<file path="config.mk">
export PLATFORM = sky130hd
export DESIGN_NAME = flash_idprot_unit
export DESIGN_NICKNAME = d
export VERILOG_FILES = /design/src/rtl/flash_idprot_pkg.sv /design/src/rtl/pin_sync.sv /design/src/rtl/prot_seq.sv /design/src/rtl/id_read_mux.sv /design/src/rtl/flash_idprot_unit.sv
export SDC_FILE = /design/constraint.sdc
export NUM_CORES = 1
export LEC_CHECK = 0
export BUFFER_PORTS_ARGS = -buffer_cell sky130_fd_sc_hd__buf_2
export CAP_MARGIN = 15
export CORE_MARGIN = 4
export CORE_UTILIZATION = 52
export DETAILED_ROUTE_END_ITERATION = 16
export GPL_TIMING_DRIVEN = 0
export PLACE_DENSITY = 0.83
export SYNTH_ARGS = -nofsm -noshare
export SYNTH_HDL_FRONTEND = slang
export SYNTH_SLANG_ARGS = --single-unit
</file>
<file path="constraint.sdc">
create_clock -name clk_i -period 2.5 [get_ports clk_i]
set_input_delay 0.625 -clock clk_i [delete_from_list [all_inputs] [get_ports clk_i]]
set_output_delay 0.625 -clock clk_i [all_outputs]
set_load 0.005 [all_outputs]
</file>
<file path="src/rtl/flash_idprot_pkg.sv">
package flash_idprot_pkg;
  localparam logic [7:0] VENDOR_CODE = 8'h04;
  localparam logic [7:0] DEVICE_CODE = 8'hA4;

  typedef enum logic [1:0] {
    SEL_VENDOR = 2'b00,
    SEL_DEVICE = 2'b01,
    SEL_PROT   = 2'b10,
    SEL_NONE   = 2'b11
  } id_sel_e;
endpackage

</file>
<file path="src/rtl/pin_sync.sv">
module pin_sync #(
  parameter int unsigned W = 1,
  parameter logic [W-1:0] RST_VAL = '0
) (
  input  logic         clk_i,
  input  logic         rst_ni,
  input  logic [W-1:0] d_i,
  output logic [W-1:0] q_o
);
  logic [W-1:0] meta_q, sync_q;

  always_ff @(posedge clk_i or negedge rst_ni) begin
    if (!rst_ni) begin
      meta_q <= RST_VAL;
      sync_q <= RST_VAL;
    end else begin
      meta_q <= d_i;
      sync_q <= meta_q;
    end
  end

  assign q_o = sync_q;
endmodule

</file>
<file path="src/rtl/prot_seq.sv">
module prot_seq #(
  parameter int unsigned SECT_W = 3,
  localparam int unsigned NSECT = 1 << SECT_W
) (
  input  logic              clk_i,
  input  logic              rst_ni,
  input  logic              armed_i,
  input  logic              we_n_i,
  input  logic [SECT_W-1:0] sect_i,
  output logic [NSECT-1:0]  prot_o,
  output logic              err_o
);
  logic              we_d_q, active_q, bad_q;
  logic [SECT_W-1:0] sect_q;
  logic              fall, rise;

  assign fall = we_d_q & ~we_n_i;
  assign rise = ~we_d_q & we_n_i;

  always_ff @(posedge clk_i or negedge rst_ni) begin
    if (!rst_ni) begin
      we_d_q   <= 1'b1;
      active_q <= 1'b0;
      bad_q    <= 1'b0;
      sect_q   <= '0;
      prot_o   <= '0;
      err_o    <= 1'b0;
    end else begin
      we_d_q <= we_n_i;
      err_o  <= 1'b0;
      if (fall) begin
        // only a qualified falling edge opens a protect window
        active_q <= armed_i;
        bad_q    <= 1'b0;
        sect_q   <= sect_i;
      end else if (active_q) begin
        if (rise) begin
          active_q <= 1'b0;
          if (!bad_q && armed_i && sect_i == sect_q) prot_o[sect_q] <= 1'b1;
          else err_o <= 1'b1;
        end else if (!armed_i || sect_i != sect_q) begin
          bad_q <= 1'b1;
        end
      end
    end
  end
endmodule

</file>
<file path="src/rtl/id_read_mux.sv">
module id_read_mux
  import flash_idprot_pkg::*;
(
  input  logic       id_mode_i,
  input  logic [1:0] sel_i,
  input  logic       prot_bit_i,
  output logic [7:0] data_o,
  output logic       valid_o
);
  always_comb begin
    data_o  = 8'h00;
    valid_o = 1'b0;
    if (id_mode_i) begin
      valid_o = 1'b1;
      unique case (id_sel_e'(sel_i))
        SEL_VENDOR: data_o = VENDOR_CODE;
        SEL_DEVICE: data_o = DEVICE_CODE;
        SEL_PROT:   data_o = {7'd0, prot_bit_i};
        default:    valid_o = 1'b0;
      endcase
    end
  end
endmodule

</file>
<file path="src/rtl/flash_idprot_unit.sv">
module flash_idprot_unit #(
  parameter int unsigned ADDR_W = 19,
  parameter int unsigned SECT_W = 3,
  localparam int unsigned NSECT = 1 << SECT_W,
  localparam int unsigned SYNC_W = ADDR_W + 5
) (
  input  logic              clk_i,
  input  logic              rst_ni,
  input  logic [ADDR_W-1:0] addr_i,
  input  logic              id_mode_i,
  input  logic              hv_addr_i,
  input  logic              hv_oe_i,
  input  logic              chip_en_ni,
  input  logic              wr_en_ni,
  input  logic [SECT_W-1:0] pe_sector_i,
  output logic [7:0]        rd_data_o,
  output logic              rd_valid_o,
  output logic [NSECT-1:0]  prot_o,
  output logic              pe_block_o,
  output logic              prot_err_o
);
  // packing: {id_mode, hv_addr, hv_oe, chip_en_n, wr_en_n, addr}
  localparam logic [SYNC_W-1:0] SYNC_RST = {3'b000, 2'b11, {ADDR_W{1'b0}}};

  logic [SYNC_W-1:0] raw, syn;
  logic [ADDR_W-1:0] s_addr;
  logic              s_id_mode, s_hv_addr, s_hv_oe, s_ce_n, s_we_n;
  logic [SECT_W-1:0] s_sect;
  logic              armed;

  assign raw = {id_mode_i, hv_addr_i, hv_oe_i, chip_en_ni, wr_en_ni, addr_i};

  pin_sync #(.W(SYNC_W), .RST_VAL(SYNC_RST)) u_sync (
    .clk_i (clk_i),
    .rst_ni(rst_ni),
    .d_i   (raw),
    .q_o   (syn)
  );

  assign {s_id_mode, s_hv_addr, s_hv_oe, s_ce_n, s_we_n, s_addr} = syn;
  assign s_sect = s_addr[ADDR_W-1 -: SECT_W];
  assign armed  = s_hv_addr & s_hv_oe & s_ce_n;

  prot_seq #(.SECT_W(SECT_W)) u_seq (
    .clk_i  (clk_i),
    .rst_ni (rst_ni),
    .armed_i(armed),
    .we_n_i (s_we_n),
    .sect_i (s_sect),
    .prot_o (prot_o),
    .err_o  (prot_err_o)
  );

  id_read_mux u_mux (
    .id_mode_i (s_id_mode),
    .sel_i     (s_addr[1:0]),
    .prot_bit_i(prot_o[s_sect]),
    .data_o    (rd_data_o),
    .valid_o   (rd_valid_o)
  );

  assign pe_block_o = prot_o[pe_sector_i];
endmodule


</file>
Word level (Yosys, flattened, before mapping):

Cells that the tools add are included.

* register bits: 63
* output and inout port bits: 19
* word-level logic and storage cells: 58

* magnitude comparators: 4
* eq/ne operators: 5
* multiplexer cells: 21
* bitwise logic cells: 8
* reduce and logical (&&, ||, !) cells: 12

Operator list (number)
* 8-bit case mux with 3 select lines: 1
* 1-bit two-way mux: 16
* 3-bit by 4-bit < comparator with 1-bit output, second input constant: 3
* 8-bit two-way mux: 1
* 8-bit OR: 1
* 1-bit binary-select mux with 3-bit select: 2
* 1-bit AND: 4
* 4-bit AND reduction: 1
* 2-bit nonzero test: 2
* 1-bit demux with 3-bit select: 1
* 3-bit equality test: 1
* 3-bit by 1-bit >= comparator with 1-bit output, second input constant: 1
* 1-bit logical AND: 3
* 3-bit != test: 1
* 1-bit inverter: 3
* 3-bit AND reduction: 1
* 3-bit OR reduction: 1
* 2-bit by 1-bit equality test with 1-bit output, second input constant: 1
* 2-bit equality test, second input constant: 1
* 1-bit logical NOT: 2
* 2-bit logical NOT: 1
* 2-bit by 1-bit != test with 1-bit output, second input constant: 1
* 1-bit logical OR: 1

Logic depth before layout (Yosys ltp):

* depth after elaboration: 8
* mapped depth: 4

Cells and area by module:

Synthesis repeated with hierarchy kept, for this count alone.

* cells, all modules: 115
* area, all modules: 2053.2 um^2

By module, submodules not included
* pin_sync: times used 1, cells an instance 48, area an instance 1206.2 um^2
* prot_seq: times used 1, cells an instance 50, area an instance 635.6 um^2
* flash_idprot_unit: times used 1, cells an instance 7, area an instance 133.9 um^2
* id_read_mux: times used 1, cells an instance 10, area an instance 77.6 um^2

Least setup slack after synthesis:

No wires, ideal clock.

* path type: input -> output
* start: in pe_sector_i[0]
* end: out pe_block_o
* arrival time: 1357 ps
* data required time: 1875 ps
* setup slack: 518 ps
* cell stages on the path: 2
* path buffers: 0
* cells stage by stage: mux4_2 mux2_2

* cells in the longest elaborated chain, start to end: 2

RTL lines
* start: declaration: line flash_idprot_unit.sv:15 `input logic [SECT_W-1:0] pe_sector_i,`
* 1-bit binary-select mux with 3-bit select: line flash_idprot_unit.sv:62 `assign pe_block_o = prot_o[pe_sector_i];`
* 1-bit two-way mux (not written as such): line flash_idprot_unit.sv:62
* end: declaration: line flash_idprot_unit.sv:19 `output logic pe_block_o,`

Every way passes these cells. The select of a mux whose other input is x is not followed.

Final worst setup path:

* start: reg u_sync.sync_q[16], in the netlist u_sync.q_o[16]
* end: out rd_data_o[0]

* cells in the longest elaborated chain, start to end: 4

RTL lines
* start: declaration: line pin_sync.sv:10 `logic [W-1:0] meta_q, sync_q;`
* start signal: assignment: line pin_sync.sv:18 `sync_q <= meta_q;`
* 1-bit binary-select mux with 3-bit select: line flash_idprot_unit.sv:57 `.prot_bit_i(prot_o[s_sect]),`
* 1-bit two-way mux (not written as such): line flash_idprot_unit.sv:57
* 8-bit case mux with 3 select lines: line id_read_mux.sv:15 `unique case (id_sel_e'(sel_i))`
* 8-bit two-way mux: line id_read_mux.sv:13 `if (id_mode_i) begin`
* end: declaration: line flash_idprot_unit.sv:16 `output logic [7:0] rd_data_o,`

Every way passes these cells. The select of a mux whose other input is x is not followed.

==> run summary <==
- 3480 sq um — area of the die
- 20.7% — P&R area growth vs syn
- 844 — vias in the first global route
- 54.6% — Initial Utilization
- 0.32 ns — clock latency at the later pin of the worst-skew pair
- 4 — number of cells on the critical path
- output pin — nature of the critical path endpoint
- 0 — max-cap violation count
- 0 — pins over their slew limit
- 1090 um — met2 routed WL
- done — clock tree from TritonCTS
- 0.55 ns — Largest stage delay, worst path
- 434 MHz — fmax
- 92.2% — final worst path period share
- 32 — count of unique library cells instantiated by Yosys
- 36.8% — clock network fraction of design power
- 1610 um — Detail Placement HPWL
- 158 — post-route non-filler standard cell count
- 882 sq um — area taken by flip-flops and latches
- 0 — antenna violations before repair
- 0.740 — global placer's final weighted congestion
- 56.2% — sequential group share of total power
- 678 nW/um^2 — Power Dens Cells
- 0 — number of hold-repair buffers added at the cts stage
- 1350 sq um — Mapped Area
- 35 — sink count of the clock tree
- 5.39 — via count normalized by instance count
- 869 uW — internal power of the cells
- met4 — Max Used Layer
- in2async — Hold Crit Class
- 839 um — detailed-route wire length on metal 1
- 4 — detailed-router iteration count before antenna repair
- 65.9% — Finished Core Util
- 29 — Port Buffer Count
- 2160 um — total wire length
- 55.5% — area fraction of the dominant cell type after synthesis
- 59 um — die width
- 1 — CP Buf/Inv Count
- 0 — total overflow reported by the global router
- 4 — crit path max fanout
- 16 — DRC violation total after the first TritonRoute iteration
- 0 — count of yosys warnings during synthesis
- 0 — total count of hold-check failures in the final report
- 0 — DRC viols
- 59 um — die height
- 432 sq um — area of the multi-input gates
- 0 — number of instances resized during post-cts repair
- 0.196 ns — post-layout worst setup margin
- rd_data_o[0] — capture point of the worst path
- 51.0% — relative slew slack
- u_seq.prot_o[6] — endpoint of the lowest-slack register-to-register path
- 2480 sq um — core area
- dfrtp_1 (30), buf_4 (5), dfstp_2 (5) — most used standard cells in the synthesized netlist
- 0.000827 uW — total leakage power
- 227 um — WL met3
- clkbuf_4 — clk root buf
- 13.7 um — Avg WL per Cell
- dfrtp_1 — cell type contributing the most total cell area after synthesis
- 100% — fraction of registers with async set/reset
- 4 — Worst Reg-to-Reg Cells
- 0 — residual antenna-violating net count after detailed routing
- 0.00517 ns — worst setup skew after layout
- 18 — standard-cell rows
- 14.8% — global router's overall resource usage
- 44.5% — layout cells sized above 1
- dfrtp_1 (56%), dfstp_2 (9.7%), mux4_2 (6.7%), a41o_1 (3.0%), buf_4 (2.8%) — dominant cells by area after synthesis
- 7.0% — portion of total power attributed to combinational logic
- 0.89 ns — flop2flop setup slack
- 48 — count of pins on the block boundary
- 156 — number of nets at the end of the flow
- reg2out — start-to-end type of the worst setup path
- 0 — number of flops mapped to enable cells by yosys
- multiplexers — cell family with the largest share of critical-path delay
- u_sync.q_o[16] — start point of the critical path
- 36 — pin count of the biggest net entering global routing
- 35 — post-synthesis register bit count
- finished, final reports clean — status
- false — setup repair after global routing missed its margin
- 150 — cell total after placement
- 21.5% — switching part of the total power
- dfrtp_1 — top-count cell post-synth
- 5 — Inserted Clock Buffers
- dfrtp_1 — most used flip-flop cell after synthesis
- 88 — cells after synthesis
- 2 — H-Tree Depth
- 0.217 ns — post-placement worst setup slack
- 3730 um — wire length of the first global-routing pass
- 238 uW — switching power of the nets
- mux4_2 — highest-delay cell along the critical path
- 202 — number of fillers in the final layout
- 0.735 ns — Worst-Margin Slew
- 2 — Longest Clk Path Bufs
- 0 — number of diodes
- u_sync.q_o[19] — worst flop-to-flop path startpoint
- 1.88 ns — Crit path required time
- 15.4 sq um — Syn Area/Cell
- 0.10 ns — register clock-pin slew on the reported worst setup and hold paths
- 0 ns — setup TNS
- 0 — number of setup buffers added after CTS
- 0 — Final Setup Violations
- 65.2% — sequential fraction of the synthesis area
- mux4_2, mux2i_1, nor3_1, buf_2 — sequence of cells on the critical path
- 2.30 ns — shortest period the worst path allows
- 1.68 ns — data arrival time of the critical path
- 0.579 mV — peak supply drop
- register — type of origin of the critical path
- 851 — vias after detailed routing
## area by class of cell
class / count / area share (%)
Buffer: 6 / 2.61
Clock buffer: 6 / 3.14
Clock inverter: 2 / 2.15
Inverter: 2 / 0.460
Multi-Input combinational cell: 48 / 26.4
Sequential cell: 35 / 54.0
Tap cell: 30 / 2.30
Timing Repair Buffer: 29 / 8.89
## state kept, by name, indices dropped and copies added (netlist names)
name / count
u_seq.err_o: 1
u_seq.bad_q: 1
u_seq.we_d_q: 1
u_seq.sect_q: 3
u_seq.active_q: 1
u_sync.q_o: 10
u_seq.prot_o: 8
u_sync.meta_q: 10
## layer usage
layer	GRT usage [%]	vias to the layer above
li1	-	389
met1	17.5	419
met2	24.3	40
met3	6.97	3
met4	3.88	0
met5	0	-
## worst min-delay path by stage
stage / startpoint / end / slack (ns) / cells past startpoint
global placement: u_sync.meta_q[21] / u_sync.q_o[21] / 0.33 / 0
floorplan: rst_ni / u_seq.active_q / 0.33 / 0
finish: rst_ni / u_seq.err_o / 0.35 / 1
detailed placement: u_sync.meta_q[22] / u_sync.q_o[22] / 0.34 / 0
CTS: rst_ni / u_seq.err_o / 0.36 / 1
global route: addr_i[18] / u_sync.meta_q[18] / 0.36 / 1
## placed cells by master, fill, tap and decap left out, drive strengths merged, types with 2 or more instances in the layout
cell,n
inv,2
mux2,3
clkbuf,6
xor2,3
dfrtp,30
nand2,4
a41o,4
nor3,2
mux4,4
buf,35
nor2b,2
conb,4
a31o,4
o21ai,2
dfstp,5
nor2,2
## cell families (layout without fill, tap and decap cells)
| kind of cell | Yosys count | in the layout | synth area share, % |
|---|---|---|---|
| buffers and inverters | 8 | 45 | 3.70 |
| and+or+nand+nor | 18 | 18 | 9.99 |
| other | 1 | 4 | 0.277 |
| DFF | 35 | 35 | 65.2 |
| xor gates and xnor gates | 4 | 4 | 2.59 |
| AOI/OAI and AO/OA | 14 | 14 | 8.33 |
| muxes | 8 | 8 | 9.90 |
## through the flow
step	power, uW	hold WS (ns)	area [sq um]
3_5_place_dp	712	0.336	1550
2_1_floorplan	673	0.329	1360
6_report	1110	0.352	1630
5_1_grt	1170	0.358	1630
3_3_place_gp	705	0.331	1550
4_1_cts	1120	0.359	1630
## worst reg2reg max path: stages, from the launching register on
cell	delay (ns)
dfstp_2	0.54
buf_2	0.17
nor4bb_1	0.44
and3_2	0.27
a31o_1	0.14
## power by group through the flow
stage               registers [uW]  clock network (uW)  logic, uW
finish                         622                 407       77.3
global route                   627                 455       86.9
CTS                            622                 423       79.0
detailed placement             633                   0       78.8
global placement               630                   0       75.1
floorplan                      626                   0       47.1
(Power assumes the default switching activity.)
